### src/rtl/bta_pkg.sv
package bta_pkg;

    typedef enum logic [2:0] {
        ST_IDLE = 3'd0,
        ST_REQ  = 3'd1,
        ST_OWN  = 3'd2,
        ST_GNT  = 3'd3,
        ST_EXT  = 3'd4
    } tenure_e;

    typedef struct packed {
        tenure_e st;
        logic    go;
    } fsm_regs_t;

endpackage

### src/rtl/bta_owner_fsm.sv
module bta_owner_fsm
    import bta_pkg::*;
(
    input  logic    clk,
    input  logic    rst_n,
    input  logic    arb_internal,
    input  logic    ext_req,
    input  logic    ext_busy,
    input  logic    qual_gnt,
    input  logic    loc_need,
    input  logic    loc_last_done,
    output tenure_e st_q,
    output logic    go_q
);

    fsm_regs_t r_d, r_q;

    always_comb begin
        r_d    = r_q;
        r_d.go = 1'b0;
        unique case (r_q.st)
            ST_IDLE: begin
                if (arb_internal) begin
                    if (ext_req) begin
                        r_d.st = ST_GNT;
                    end else if (loc_need) begin
                        r_d.st = ST_OWN;
                        r_d.go = 1'b1;
                    end
                end else if (loc_need) begin
                    if (qual_gnt) begin
                        r_d.st = ST_OWN;
                        r_d.go = 1'b1;
                    end else begin
                        r_d.st = ST_REQ;
                    end
                end
            end
            ST_REQ: begin
                if (!loc_need) begin
                    r_d.st = ST_IDLE;
                end else if (qual_gnt) begin
                    r_d.st = ST_OWN;
                    r_d.go = 1'b1;
                end
            end
            ST_OWN: begin
                if (loc_last_done) r_d.st = ST_IDLE;
            end
            ST_GNT: begin
                if (ext_busy)      r_d.st = ST_EXT;
                else if (!ext_req) r_d.st = ST_IDLE;
            end
            ST_EXT: begin
                if (!ext_busy) r_d.st = ST_IDLE;
            end
            default: r_d.st = ST_IDLE;
        endcase
    end

    always_ff @(posedge clk or negedge rst_n) begin
        if (!rst_n) begin
            r_q.st <= ST_IDLE;
            r_q.go <= 1'b0;
        end else begin
            r_q <= r_d;
        end
    end

    assign st_q = r_q.st;
    assign go_q = r_q.go;

    AST_GNT_HOLD_OFF: assert property (@(posedge clk) disable iff (!rst_n)
        (st_q == ST_OWN) |=> (st_q != ST_GNT));
    AST_EXT_WAIT: assert property (@(posedge clk) disable iff (!rst_n)
        (st_q == ST_EXT && ext_busy) |=> (st_q == ST_EXT));
    AST_QUAL_FIRST: assert property (@(posedge clk) disable iff (!rst_n)
        (!arb_internal && $rose(st_q == ST_OWN)) |-> $past(qual_gnt));
    AST_GO_IN_TENURE: assert property (@(posedge clk) disable iff (!rst_n)
        go_q |-> (st_q == ST_OWN));
    AST_GO_SINGLE: assert property (@(posedge clk) disable iff (!rst_n)
        go_q |=> !go_q);
    AST_RELEASE: assert property (@(posedge clk) disable iff (!rst_n)
        (st_q == ST_OWN && loc_last_done) |=> (st_q != ST_OWN));

endmodule

### src/rtl/bta_burst_guard.sv
module bta_burst_guard #(
    parameter int unsigned       ADDR_W   = 32,
    parameter logic [ADDR_W-1:0] INT_BASE = 32'h0040_0000,
    parameter int unsigned       WIN_LOG2 = 20
) (
    input  logic              clk,
    input  logic              rst_n,
    input  logic              ext_start,
    input  logic              ext_burst,
    input  logic [ADDR_W-1:0] ext_addr,
    input  logic              chip_owner,
    output logic              inhibit_q
);

    localparam int unsigned TAG_W = ADDR_W - WIN_LOG2;

    typedef struct packed {
        logic inh;
    } guard_regs_t;

    guard_regs_t g_d, g_q;
    logic        in_win;

    assign in_win = (ext_addr[ADDR_W-1:WIN_LOG2] == INT_BASE[ADDR_W-1:WIN_LOG2]);

    always_comb begin
        g_d     = g_q;
        g_d.inh = ext_start && ext_burst && in_win && !chip_owner;
    end

    always_ff @(posedge clk or negedge rst_n) begin
        if (!rst_n) g_q.inh <= 1'b0;
        else        g_q     <= g_d;
    end

    assign inhibit_q = g_q.inh;

    AST_BI_NOT_OWN: assert property (@(posedge clk) disable iff (!rst_n)
        chip_owner |=> !inhibit_q);
    AST_BI_SINGLE_ONLY: assert property (@(posedge clk) disable iff (!rst_n)
        (ext_start && !ext_burst) |=> !inhibit_q);

    if (TAG_W < 1) begin : g_bad_win
        initial $error("window wider than address");
    end

endmodule

### src/rtl/bus_tenure_ctrl.sv
module bus_tenure_ctrl
    import bta_pkg::*;
#(
    parameter int unsigned       ADDR_W   = 32,
    parameter logic [ADDR_W-1:0] INT_BASE = 32'h0040_0000,
    parameter int unsigned       WIN_LOG2 = 20
) (
    input  logic              clk,
    input  logic              rst_n,
    input  logic              arb_internal,
    input  logic              loc_need,
    input  logic              loc_last_done,
    output logic              loc_owner,
    input  logic              req_in_n,
    output logic              req_out_n,
    output logic              req_oe,
    input  logic              gnt_in_n,
    output logic              gnt_out_n,
    output logic              gnt_oe,
    input  logic              busy_in_n,
    output logic              busy_out_n,
    output logic              busy_oe,
    output logic              start_n,
    input  logic              ext_start_n,
    input  logic              ext_burst,
    input  logic [ADDR_W-1:0] ext_addr,
    output logic              burst_inh_n
);

    tenure_e st;
    logic    go;
    logic    ext_req, ext_busy, qual_gnt, inhibit;

    // Lines the block drives in the current role are masked off as inputs.
    assign ext_req  = arb_internal && !req_in_n;
    assign ext_busy = !busy_in_n;
    assign qual_gnt = !arb_internal && !gnt_in_n && busy_in_n;

    bta_owner_fsm u_fsm (
        .clk           (clk),
        .rst_n         (rst_n),
        .arb_internal  (arb_internal),
        .ext_req       (ext_req),
        .ext_busy      (ext_busy),
        .qual_gnt      (qual_gnt),
        .loc_need      (loc_need),
        .loc_last_done (loc_last_done),
        .st_q          (st),
        .go_q          (go)
    );

    bta_burst_guard #(
        .ADDR_W   (ADDR_W),
        .INT_BASE (INT_BASE),
        .WIN_LOG2 (WIN_LOG2)
    ) u_guard (
        .clk        (clk),
        .rst_n      (rst_n),
        .ext_start  (!ext_start_n),
        .ext_burst  (ext_burst),
        .ext_addr   (ext_addr),
        .chip_owner (loc_owner),
        .inhibit_q  (inhibit)
    );

    assign loc_owner   = (st == ST_OWN);
    assign busy_out_n  = !loc_owner;
    assign busy_oe     = loc_owner;
    assign req_out_n   = !(st == ST_REQ);
    assign req_oe      = !arb_internal;
    assign gnt_out_n   = !(st == ST_GNT);
    assign gnt_oe      = arb_internal;
    assign start_n     = !go;
    assign burst_inh_n = !inhibit;

    AST_GNT_BUSY_EXCL: assert property (@(posedge clk) disable iff (!rst_n)
        !(!gnt_out_n && !busy_out_n));
    AST_ONE_DRIVER: assert property (@(posedge clk) disable iff (!rst_n)
        !(req_oe && gnt_oe));
    AST_START_OWNED: assert property (@(posedge clk) disable iff (!rst_n)
        !start_n |-> !busy_out_n);
    AST_REQ_ROLE: assert property (@(posedge clk) disable iff (!rst_n)
        !req_out_n |-> req_oe);

endmodule

### config.mk
export PLATFORM = sky130hd
export DESIGN_NAME = bus_tenure_ctrl
export DESIGN_NICKNAME = d
export VERILOG_FILES = /design/src/rtl/bta_pkg.sv /design/src/rtl/bta_owner_fsm.sv /design/src/rtl/bta_burst_guard.sv /design/src/rtl/bus_tenure_ctrl.sv
export SDC_FILE = /design/constraint.sdc
export NUM_CORES = 1
export LEC_CHECK = 0
export BUFFER_PORTS_ARGS = -buffer_cell sky130_fd_sc_hd__buf_2
export CAP_MARGIN = 15
export CORE_AREA = 2 2 39 41
export CTS_CLUSTER_DIAMETER = 30
export DETAILED_ROUTE_END_ITERATION = 7
export DIE_AREA = 0 0 41 43
export GPL_TIMING_DRIVEN = 0
export PLACE_DENSITY = 0.72
export SYNTH_ARGS = -nofsm -noshare
export SYNTH_HDL_FRONTEND = slang
export SYNTH_SLANG_ARGS = --single-unit
export TNS_END_PERCENT = 10
### constraint.sdc
create_clock -name clk -period 1.9 [get_ports clk]
set_input_delay 0.38 -clock clk [delete_from_list [all_inputs] [get_ports clk]]
set_output_delay 0.38 -clock clk [all_outputs]
set_load 0.1 [all_outputs]
======== Word-level counts from Yosys, hierarchy flattened ========
Cells that the tools add are included.
W data, S select, Z words.
word-level totals
  flip-flop bits (word level) ............. 5
  output and inout port bits .............. 9
cells by class
  eq/ne operators ......................... 11
  mux-type cells .......................... 16
  reduce and logical (&&, ||, !) cells .... 17
operators with widths
  operator               count
  $mux W3                6
  $mux W4                4
  $pmux W3 S5            1
  $eq A12 B3 Y1 const B  1
  $logic_not A1 Y1       9
  $ne A3 B3 Y1 const B   3
  $eq A3 B2 Y1 const B   2
  $logic_and A1 B1 Y1    6
  $reduce_and A6 Y1      1
  $ne A2 B2 Y1 const B   2
  $eq A3 B1 Y1 const B   1
  $eq A3 B3 Y1 const B   1
  $logic_not A3 Y1       1
  $mux W1                3
  $ne A3 B2 Y1 const B   1
  $mux W2                1
  $pmux W1 S2            1

======== Depth between registers and ports, before layout ========
Gate-level depths: netlist (run 1).
  depth in word-level cells ............... 7
  depth in mapped cells ................... 4
  gate-level depth less buffers ........... 4

======== Modules after synthesis ========
A second synthesis (run 1) with hierarchy kept.
unflattened totals
  cells, all modules ...................... 42
  area total of the unflattened synthesis .. 362.8 um^2
by module, submodules not included
  module           instances  cells each  area an instance (um^2)  sequential area each (um^2)
  bta_owner_fsm    1          23          212.7                    100.1
  bus_tenure_ctrl  1          13          80.1                     0.0
  bta_burst_guard  1          6           70.1                     25.0

======== Worst setup path after synthesis (run 1) ========
No wires, ideal clock.
  path kind ............................... flip-flop to output port
  start point ............................. register u_fsm.st_q[2] (netlist name)
  end point ............................... output port loc_owner
  data arrival time ....................... 2.409 ns
  data required time ...................... 1.520 ns
  setup slack ............................. -0.889 ns
  stages on the path, launching flop included .. 4
  path buffers ............................ 1
  cell sequence ........................... dfrtp_1 or3b_1 inv_1 buf_4
on the way
  cells in the longest elaborated chain, start to end .. 1
RTL lines
  item              RTL line               RTL
  $eq A3 B2 Y1      bus_tenure_ctrl.sv:66  assign loc_owner = (st == ST_OWN);
  end: declaration  bus_tenure_ctrl.sv:13  output logic loc_owner,
Every way passes these cells.

======== Worst setup path in the final report (run 1) ========
  start point ............................. register u_fsm.st_q[0] (netlist name)
  end point ............................... output port req_out_n
on the way
  cells in the longest elaborated chain, start to end .. 2
RTL lines
  item              RTL line               RTL
  $eq A3 B1 Y1      bus_tenure_ctrl.sv:69  assign req_out_n = !(st == ST_REQ);
  $logic_not A1 Y1  bus_tenure_ctrl.sv:69
  end: declaration  bus_tenure_ctrl.sv:15  output logic req_out_n,
Every way passes these cells.

==> summary.txt, run 1 <==
row cnt -> 14
adder-cell area share of the yosys netlist -> 0
first-pass GRT wire length -> 1350 µm
routed vias/inst -> 4.84
layout cell share with drive strength beyond 1 -> 0.558
worst skew pair latency -> 240 ps
status -> completed
fill count -> 156
Critical-path top delay cell -> or3b_2
Syn Std Cell Area -> 374 µm²
vias in the first global route -> 370
part of the Yosys area used for sequential elements -> 0.334
critical path cell sequence -> or3b_2 -> buf_2
CP Launch Type -> register
DR WL/cell -> 10.5 µm
clock share of power -> 0.126
clock root buffer -> clkbuf_4
initial antenna violation count -> 0
global route overflow -> 0
register area -> 126 µm²
Power Dens Cells -> 1580 nW/µm²
CP top delay family -> simple AND/OR/NAND/NOR gates
clock sink count -> 5
router iterations before antenna repair -> 2
initial core utilization -> 0.270
floorplan core area -> 1380 µm²
DR iter-0 viols -> 2
Netlist cell types -> 23
number of flops mapped to enable cells by yosys -> 0
switch share -> 0.578
Internal -> 0.402 mW
htree depth -> 1
Worst-path clk slew -> 40 ps
mean post-synth cell area -> 8.91 µm²
Hold Worst Slack -> 303 ps
post-synthesis simple-gate area fraction -> 0.348
Worst Path Buf+Inv -> 1
P_sw -> 0.550 mW
Pins Over Slew Limit -> 0
Synth area leader -> dfrtp_1
Pleak -> 0.282 nW
# setup viols final -> 0
commonest register cell after synthesis -> dfrtp_1
post-synthesis register bit count -> 5
slowest stage delay, CP -> 510 ps
Horiz. Die Dim -> 41 µm
Post-DRT Antenna Nets -> 0
maximum VDD drop -> 0.607 mV
Hold Vio Cnt, Final -> 0
Sequential Power Share -> 0.178
Crit Path Max Fanout -> 6
type of the worst setup path -> register to output port
Area Growth Syn to Fin -> 61.5%
Nets -> 120
worst setup margin -> 27.9 ps
Multi-input gate area -> 218 µm²
required time worst endpoint -> 1520 ps
Max Freq -> 534 MHz
CP Data Arrival Time -> 1490 ps
ranking of synthesized cells by area -> dfrtp_1 33%, o32a_1 5.4%, inv_1 5.0%
logic gate share of total power -> 0.696
syn_nets -> 84
Setup Skew -> 2.38 ps
Synth async-reset ratio -> 1.00
die height -> 43 µm
CTS buffer count -> 3
Bufs on Longest Clock Path -> 2
Hold Crit Class -> input port to register
post-route DRC violation count -> 0
min Tclk post-route -> 1870 ps
RD Place Congestion -> 0.779
fin crit share -> 0.985
Compound-Gate Fraction of Synth Area -> 0.227
RSZ-0062 raised after global routing -> false
mux contribution to synthesized area -> 0
worst rel slew slack -> 0.678
DIE AREA -> 1760 µm²
Post-DP HPWL -> 762 µm
Yosys warnings -> 0
XOR/XNOR Fraction of Synth Area -> 0
gate count after technology mapping -> 42
pre-CTS setup slack -> 75.7 ps
CTS tree -> built
largest family of logic cells by synthesized area -> simple AND/OR/NAND/NOR gates
Max Cap Viol -> 0
crit end category -> output port
Yosys top cell area share -> 0.334
pin count of the biggest net entering global routing -> 9
num ports -> 51
Routed WL -> 978 µm
# port buffers -> 30
Via Count -> 450
worst slew pin tran -> 486 ps
Tot Pwr -> 0.952 mW
most instantiated cells after synthesis -> 5 x dfrtp_1, 5 x inv_1
Antenna Cells -> 0
gr usage total -> 0.112
## registers in the layout, indices dropped and copies added, names as in the netlist
register,count
u_fsm.st_q,3
u_guard.inhibit_q,1
u_fsm.go_q,1
## cell usage in the layout (no fill, tap or decap), types with 3 or more instances in the layout
master	instances
clkbuf_4	3
inv_1	4
dfrtp_1	4
buf_2	28
## stage by stage
| stage | area, µm² | instances | TNS [ps] | utilization |
|---|---|---|---|---|
| 2_1_floorplan | 384 | 42 | -392 | - |
| 3_3_place_gp | 554 | 88 | 0 | 0.401 |
| 3_5_place_dp | 554 | 88 | 0 | 0.401 |
| 4_1_cts | 599 | 93 | 0 | 0.433 |
| 5_1_grt | 604 | 93 | 0 | 0.437 |
| 6_report | 604 | 93 | 0 | 0.437 |
## logic make-up (layout without fill, tap and decap cells)
kind of cell	Yosys count	in the layout
compound gates	11	11
buf+inv	7	42
simple gates	19	19
flops	5	5
## layer usage
layer	part of all wire	wire, µm	track usage
met5	0	0	0
met4	0	0	0.0400
met3	0.14	136	0.0314
met2	0.44	431	0.184
met1	0.42	410	0.131
## cell type report
cell class | instances | area share
Clock buffer | 4 | 0.0435
Inverter | 5 | 0.0373
Multi-Input combinational cell | 30 | 0.360
Timing Repair Buffer | 31 | 0.286
Tap cell | 16 | 0.0331
Buffer | 2 | 0.0311
Sequential cell | 5 | 0.209
## path summary, 6_finish.rpt
kind	startpoint	end	slack, ps	cells after the start
min in group asynchronous	rst_n	u_fsm.st_q[2]$_DFFE_PN0P_	510	2
max in group asynchronous	rst_n	u_fsm.st_q[1]$_DFFE_PN0P_	1250	2
min reg2reg	u_fsm.st_q[1]$_DFFE_PN0P_	u_fsm.st_q[1]$_DFFE_PN0P_	590	1
min	ext_addr[24]	u_guard.inhibit_q$_DFF_PN0_	300	2
max	u_fsm.st_q[0]$_DFFE_PN0P_	req_out_n	30	2
max reg2reg	u_fsm.st_q[0]$_DFFE_PN0P_	u_fsm.st_q[1]$_DFFE_PN0P_	400	4
## timing repair
| item | 4_1_cts | 5_1_grt |
|---|---|---|
| endpoints found under the hold margin | 5 | 0 |
| hold buffers | 1 | 0 |
| gates resized for setup | 3 | 2 |
| pin swaps | 0 | 0 |
| setup endpoints to repair | 2 | 3 |
| setup buffers | 0 | 0 |
## power groups by stage
stage	registers [mW]	clock network, mW	logic [mW]
after global placement	0.167	0	0.629
final	0.169	0.120	0.662
after CTS	0.166	0.128	0.655
after global routing	0.173	0.133	0.696
after detailed placement	0.167	0	0.632
after floorplan	0.157	0	0.545
## worst register-to-register path: cells and delay by family (launching register included)
kind | cells | cell delay, ps
DFF | 1 | 430
AOI/OAI and AO/OA | 3 | 600
and+or+nand+nor | 1 | 410
Power figures use the tool's default switching activity.
==> run 2: changes to the inputs <==
--- a/config.mk
+++ b/config.mk
@@ -7,12 +7,12 @@
 export LEC_CHECK = 0
 export BUFFER_PORTS_ARGS = -buffer_cell sky130_fd_sc_hd__buf_2
 export CAP_MARGIN = 15
-export CORE_AREA = 2 2 39 41
+export CORE_MARGIN = 2
+export CORE_UTILIZATION = 26
 export CTS_CLUSTER_DIAMETER = 30
 export DETAILED_ROUTE_END_ITERATION = 7
-export DIE_AREA = 0 0 41 43
 export GPL_TIMING_DRIVEN = 0
-export PLACE_DENSITY = 0.72
+export PLACE_DENSITY = 0.7
 export SYNTH_ARGS = -nofsm -noshare
 export SYNTH_HDL_FRONTEND = slang
 export SYNTH_SLANG_ARGS = --single-unit
==> constraint.sdc (replaced) <==
create_clock -name clk -period 1.7 [get_ports clk]
set_input_delay 0.34 -clock clk [delete_from_list [all_inputs] [get_ports clk]]
set_output_delay 0.34 -clock clk [all_outputs]
set_load 0.1 [all_outputs]
==> run 2 against run 1 <==
The flow now finishes with violations (negative setup slack). Largest cell class is now non-clock buffers. Highest routed layer is now met4. Via count is 5.8% higher. Utilization up 6.2 points. Sequential power barely moved. Cell count increased by 3.2%. Die area down 0.28%. Critical path type unchanged. First-iteration DRC count rose by 100%.
==> summary.txt, run 2 (same netlist as run 1, synthesis figures left out) <==
# port buffers -> 30 (unchanged)
vias in the first global route -> 453 (+22%)
Via Count -> 476 (+5.8%)
layout cell share with drive strength beyond 1 -> 0.580 (+0.0218)
Hold Vio Cnt, Final -> 0 (unchanged)
Critical-path top delay cell -> or3b_4
Area Growth Syn to Fin -> 75.6%
routed vias/inst -> 4.96 (+2.5%)
post-route cell area -> 657 µm² (+8.7%)
status -> finished, violations left
Bufs on Longest Clock Path -> 2 (unchanged)
worst hold start -> ext_addr[24]
slowest stage delay, CP -> 430 ps (-80 ps)
router iterations before antenna repair -> 2 (unchanged)
global route overflow -> 0 (unchanged)
Post-DRT Antenna Nets -> 0 (unchanged)
FF-to-FF Start -> u_fsm.st_q[2]$_DFFE_PN0P_
Max Freq -> 569 MHz
die height -> 41.9 µm (-2.5%)
worst r2r dst -> u_fsm.st_q[1]$_DFFE_PN0P_
# setup viols final -> 3 (+3)
Worst-path clk slew -> 40 ps (about the same)
commonest non-fill, non-tap cell in the layout -> buf_2
Nets -> 124 (+3.3%)
failing checks -> negative setup slack
Max Cap Viol -> 0 (unchanged)
first-pass GRT wire length -> 1840 µm (+36%)
row cnt -> 13 (-1)
Routed WL -> 1080 µm (+10%)
Horiz. Die Dim -> 41.9 µm (+2.3%)
clock share of power -> 0.114 (-0.012)
CP Launch Type -> register
clock sink count -> 5 (unchanged)
max FFs per register -> 3 (unchanged)
initial core utilization -> 0.284 (+0.0136)
Hold Crit Class -> input port to register
R2R setup slack -> 70 ps (-330 ps)
critical path cell sequence -> or3b_4 -> clkinvlp_4 -> buf_6 -> buf_12
P_sw -> 0.642 mW (+17%)
Antenna Cells -> 0 (unchanged)
Hold Worst Slack -> 257 ps (-45.8 ps)
Setup Skew -> 1.94 ps (-0.438 ps)
fill count -> 135 (-13%)
min Tclk post-route -> 1760 ps
type of the worst setup path -> register to output port
CTS buffer count -> 3 (unchanged)
worst hold endpoint -> u_guard.inhibit_q$_DFF_PN0_
DIE AREA -> 1760 µm² (-0.28%)
required time worst endpoint -> 1360 ps (-160 ps)
r2r worst-path depth -> 5 (+1)
num ports -> 51 (unchanged)
Internal -> 0.541 mW (+35%)
Sequential Power Share -> 0.146 (-0.032)
initial antenna violation count -> 0 (unchanged)
post-route DRC violation count -> 0 (unchanged)
RD Place Congestion -> 0.805 (+3.3%)
Pleak -> 0.312 nW (+11%)
htree depth -> 1 (unchanged)
pin count of the biggest net entering global routing -> 9 (unchanged)
most frequent cells in the layout -> 26 x buf_2, 6 x buf_4, 4 x inv_1, 4 x dfrtp_1, 3 x clkbuf_4
clock root buffer -> clkbuf_4
CTS tree -> built
CP Data Arrival Time -> 1420 ps (-70 ps)
worst slew pin tran -> 485 ps (-0.898 ps)
maximum VDD drop -> 0.976 mV (+61%)
fin crit share -> 1.03
crit end category -> output port
Crit Path Max Fanout -> 3 (-3)
Area after DPL -> 553 µm² (-0.23%)
Power Dens Cells -> 1800 nW/µm² (+14%)
floorplan core area -> 1320 µm² (-4.8%)
Post-DP HPWL -> 839 µm (+10%)
DR iter-0 viols -> 4 (+2)
switch share -> 0.543 (-0.0348)
gr usage total -> 0.144 (+0.0319)
RSZ-0062 raised after global routing -> true
worst setup margin -> -56.2 ps (-84.1 ps)
worst rel slew slack -> 0.679 (about the same)
Pins Over Slew Limit -> 0 (unchanged)
logic gate share of total power -> 0.740 (+0.044)
DR WL/cell -> 11.2 µm (+6.8%)
worst skew pair latency -> 240 ps (about the same)
WHS Path Cells -> 2 (unchanged)
-- run 2: worst max-delay path by stage --
stage | startpoint | endpoint | cells past startpoint
2_1_floorplan | u_fsm.st_q[1]$_DFFE_PN0P_ | loc_owner | 3
3_3_place_gp | u_fsm.st_q[1]$_DFFE_PN0P_ | loc_owner | 4
3_5_place_dp | u_fsm.st_q[1]$_DFFE_PN0P_ | loc_owner | 4
4_1_cts | u_fsm.st_q[2]$_DFFE_PN0P_ | loc_owner | 4
5_1_grt | u_fsm.st_q[0]$_DFFE_PN0P_ | loc_owner | 4
6_report | u_fsm.st_q[0]$_DFFE_PN0P_ | loc_owner | 4
-- run 2: metrics by stage --
| stage | utilization | setup TNS [ps] | cells | setup WS [ps] | total power, mW |
|---|---|---|---|---|---|
| 6_report | 0.499 | -89.0 | 96 | -56.2 | 1.18 |
| 5_1_grt | 0.499 | -251 | 96 | -116 | 1.25 |
| 4_1_cts | 0.491 | -173 | 95 | -70.2 | 1.17 |
| 3_5_place_dp | 0.420 | -109 | 87 | -89.8 | 0.900 |
| 3_3_place_gp | 0.420 | -82.7 | 87 | -75.2 | 0.891 |
| 2_1_floorplan | - | -1020 | 42 | -426 | 0.785 |
-- run 2: what timing repair did --
item | CTS | global route
buffers inserted | 3 | 1
resized for setup | 11 | 1
hold buffers | 1 | 0
pin swaps | 1 | 0
setup endpoints to repair | 4 | 4
hold endpoints to repair | 5 | 0
-- run 2: layout make-up --
cell class,instances,area [µm²],share of cell area
Timing Repair Buffer,35,224,0.341
Multi-Input combinational cell,30,220,0.335
Sequential cell,5,126,0.192
Clock buffer,4,26.3,0.0400
Inverter,5,22.5,0.0343
Buffer,2,18.8,0.0286
Tap cell,15,18.8,0.0286
-- run 2: layer usage --
layer / wire length [µm] / vias up / part of all wire / global-route usage
li1: - / 233 / - / -
met1: 419 / 223 / 0.39 / 0.144
met2: 556 / 16 / 0.52 / 0.234
met3: 50 / 4 / 0.046 / 0.0304
met4: 51 / 0 / 0.047 / 0.155
met5: 0 / - / 0 / 0
-- run 2: power groups by stage --
stage          Combinational, mW  Clock (mW)  Sequential [mW]
5_1_grt                    0.913       0.158            0.175
6_report                   0.876       0.135            0.172
3_5_place_dp               0.711           0            0.189
2_1_floorplan              0.609           0            0.175
4_1_cts                    0.862       0.139            0.172
3_3_place_gp               0.706           0            0.186
-- run 2: critical path, delay by kind of cell (launching register included) --
kind	cells	cell delay, ps
flops	1	390
simple gates	1	430
buf+inv	3	350
==> run 3: changes to the inputs <==
--- a/config.mk
+++ b/config.mk
@@ -12,8 +12,9 @@
 export CTS_CLUSTER_DIAMETER = 30
 export DETAILED_ROUTE_END_ITERATION = 7
 export GPL_TIMING_DRIVEN = 0
-export PLACE_DENSITY = 0.7
+export PLACE_DENSITY = 0.71
 export SYNTH_ARGS = -nofsm -noshare
 export SYNTH_HDL_FRONTEND = slang
+export SYNTH_HIERARCHICAL = 1
 export SYNTH_SLANG_ARGS = --single-unit
 export TNS_END_PERCENT = 10
==> run 3 against run 2 <==
The run now ends clean. Utilization is 1.8 points lower. Clock power barely moved. Worst hold slack improved by 92 ps. Sequential power about the same.
==> summary.txt, run 3 <==
Via Count -> 420 (-12%)
global route overflow -> 0 (unchanged)
Synth async-reset ratio -> 1.00 (unchanged)
post-route DRC violation count -> 0 (unchanged)
fill count -> 127 (-5.9%)
clock sink count -> 5 (unchanged)
initial core utilization -> 0.279 (-0.00510)
gate count after technology mapping -> 42 (unchanged)
number of flops mapped to enable cells by yosys -> 0 (unchanged)
Max Cap Viol -> 0 (unchanged)
Horiz. Die Dim -> 41.4 µm (-1.4%)
Pleak -> 0.296 nW (-5.4%)
htree depth -> 1 (unchanged)
worst rel slew slack -> 0.678 (-0.000726)
worst r2r dst -> u_guard/inhibit_q$_DFF_PN0_
layout cell share with drive strength beyond 1 -> 0.519 (-0.0608)
RSZ-0062 raised after global routing -> false
WHS Path Cells -> 3 (+1)
largest family of logic cells by synthesized area -> simple AND/OR/NAND/NOR gates
DR iter-0 viols -> 2 (-2)
maximum VDD drop -> 0.520 mV (-47%)
initial antenna violation count -> 0 (unchanged)
part of the Yosys area used for sequential elements -> 0.345 (+0.0104)
Routed WL -> 856 µm (-21%)
CTS tree -> built
gr usage total -> 0.0926 (-0.0514)
commonest non-fill, non-tap cell in the layout -> buf_2
r2r worst-path depth -> 3 (-2)
XOR/XNOR Fraction of Synth Area -> 0 (unchanged)
worst skew pair latency -> 240 ps (about the same)
Syn Std Cell Area -> 363 µm² (-3.0%)
ranking of synthesized cells by area -> dfrtp_1 34%, inv_1 7.2%, nor3b_1 6.2%
worst hold start -> ext_addr[20]
routed vias/inst -> 4.57 (-7.9%)
commonest register cell after synthesis -> dfrtp_1
num ports -> 51 (unchanged)
Hold Worst Slack -> 349 ps (+91.9 ps)
clock root buffer -> clkbuf_4
placed cell count -> 87 (unchanged)
Nets -> 120 (-3.2%)
mux contribution to synthesized area -> 0.0276 (+0.0276)
# port buffers -> 30 (unchanged)
Setup Skew -> 2.70 ps (+0.762 ps)
RD Place Congestion -> 0.736 (-8.6%)
post-CTS setup buffer count -> 0 (-3)
die height -> 41.4 µm (-1.4%)
post-synthesis register bit count -> 5 (unchanged)
Pins Over Slew Limit -> 0 (unchanged)
Post-DRT Antenna Nets -> 0 (unchanged)
DR WL/cell -> 9.30 µm (-17%)
min Tclk post-route -> 1650 ps (-111 ps)
# setup viols final -> 0 (-3)
syn_nets -> 84 (unchanged)
Synth area leader -> dfrtp_1
mean post-synth cell area -> 8.64 µm² (-3.0%)
Final Core Density -> 0.481 (-0.0178)
row cnt -> 13 (unchanged)
Yosys warnings -> 6 (+6)
setup total negative slack -> 0 ps (+89.0 ps)
Final Instance Count excl. Fillers -> 92 (-4.2%)
Bufs on Longest Clock Path -> 2 (unchanged)
CP Launch Type -> register
Antenna Cells -> 0 (unchanged)
most frequent cells in the layout -> 26 x buf_2, 7 x inv_1
vias in the first global route -> 254 (-44%)
most instantiated cells after synthesis -> 7 x inv_1, 5 x dfrtp_1, 3 x nand2_1, 3 x nor2_1, 3 x nor3b_1
most frequent cell after synthesis -> inv_1
Power Dens Cells -> 1310 nW/µm² (-27%)
FF-to-FF Start -> u_fsm/st_q[1]$_DFFE_PN0P_
Worst-path clk slew -> 40 ps (about the same)
post-synthesis simple-gate area fraction -> 0.369 (+0.0211)
status -> completed
first-pass GRT wire length -> 979 µm (-47%)
CP Data Arrival Time -> 1310 ps (-110 ps)
pin count of the biggest net entering global routing -> 10 (+1)
Area Growth Syn to Fin -> 72.4%
crit end category -> output port
Post-DP HPWL -> 696 µm (-17%)
type of the worst setup path -> register to output port
adder-cell area share of the yosys netlist -> 0 (unchanged)
Hold Crit Class -> input port to register
Netlist cell types -> 20 (-13%)
Crit Path Max Fanout -> 9 (+6)
DIE AREA -> 1710 µm² (-2.7%)
Compound-Gate Fraction of Synth Area -> 0.145 (-0.0826)
fin crit share -> 0.968 (-0.0654)
floorplan core area -> 1300 µm² (-1.2%)
R2R setup slack -> 350 ps (+280 ps)
router iterations before antenna repair -> 2 (unchanged)
worst hold endpoint -> u_guard/inhibit_q$_DFF_PN0_
required time worst endpoint -> 1360 ps (about the same)
max FFs per register -> 3 (unchanged)
worst slew pin tran -> 486 ps (+1.10 ps)
Max Freq -> 608 MHz (+6.8%)
Yosys top cell area share -> 0.345 (+0.0104)
Hold Vio Cnt, Final -> 0 (unchanged)
CTS buffer count -> 3 (unchanged)
## run 3: final cells by class
cell class,count,area (µm²),share of cell area
multi-input cells,28,208,0.332
repair buffers,31,190,0.304
flip-flops and latches,5,129,0.206
plain buffers,2,27.5,0.0440
clock buffers,4,26.3,0.0420
inverters,7,26.3,0.0420
well taps,15,18.8,0.0300
## run 3: worst max-delay path by stage
stage / start / to / slack, ps / cells after the start
finish: u_fsm/st_q[0]$_DFFE_PN0P_ / busy_out_n / 50 / 2
global route: u_fsm/st_q[2]$_DFFE_PN0P_ / loc_owner / 6 / 3
CTS: u_fsm/st_q[0]$_DFFE_PN0P_ / busy_out_n / 10 / 2
detailed placement: u_fsm/st_q[1]$_DFFE_PN0P_ / loc_owner / 100 / 3
global placement: u_fsm/st_q[1]$_DFFE_PN0P_ / loc_owner / 110 / 3
floorplan: u_fsm/st_q[2]$_DFFE_PN0P_ / loc_owner / -280 / 2
## run 3: kinds of logic after synthesis
family | count (synthesis)
simple gates | 20
buf+inv | 9
compound gates | 7
flops | 5
mux | 1
## run 3: layer usage
| metal | global-route usage | share of wire | up-vias |
|---|---|---|---|
| li1 | - | - | 216 |
| met1 | 0.105 | 0.42 | 189 |
| met2 | 0.141 | 0.51 | 15 |
| met3 | 0.0638 | 0.070 | 0 |
| met4 | 0.0242 | 0 | 0 |
| met5 | 0 | 0 | - |
## run 3: worst max-delay path, stage by stage, from the launching register on
cell and delay (ps):
dfrtp_2 460, or3b_1 410, buf_6 200
## run 3: timing repair
action                     in CTS  in global routing
setup endpoints to repair       4                  3
hold endpoints to repair        5                  0
cloned                          0                  0
hold buffers                    1                  0
resized for setup               5                  3
## run 3: metrics by stage
stage / total power [mW] / worst slack [ps] / area [µm²]
global route: 0.865 / 5.83 / 626
global placement: 0.628 / 106 / 558
CTS: 0.813 / 14.1 / 617
finish: 0.819 / 55.0 / 626
detailed placement: 0.631 / 99.2 / 558
floorplan: 0.560 / -282 / 389
## run 3: report_power, final
group          switching, mW  total, mW  internal [mW]
sequential            0.0347      0.175          0.140
combinational          0.342      0.509          0.167
clock                 0.0459      0.134         0.0886
total                  0.422      0.819          0.396
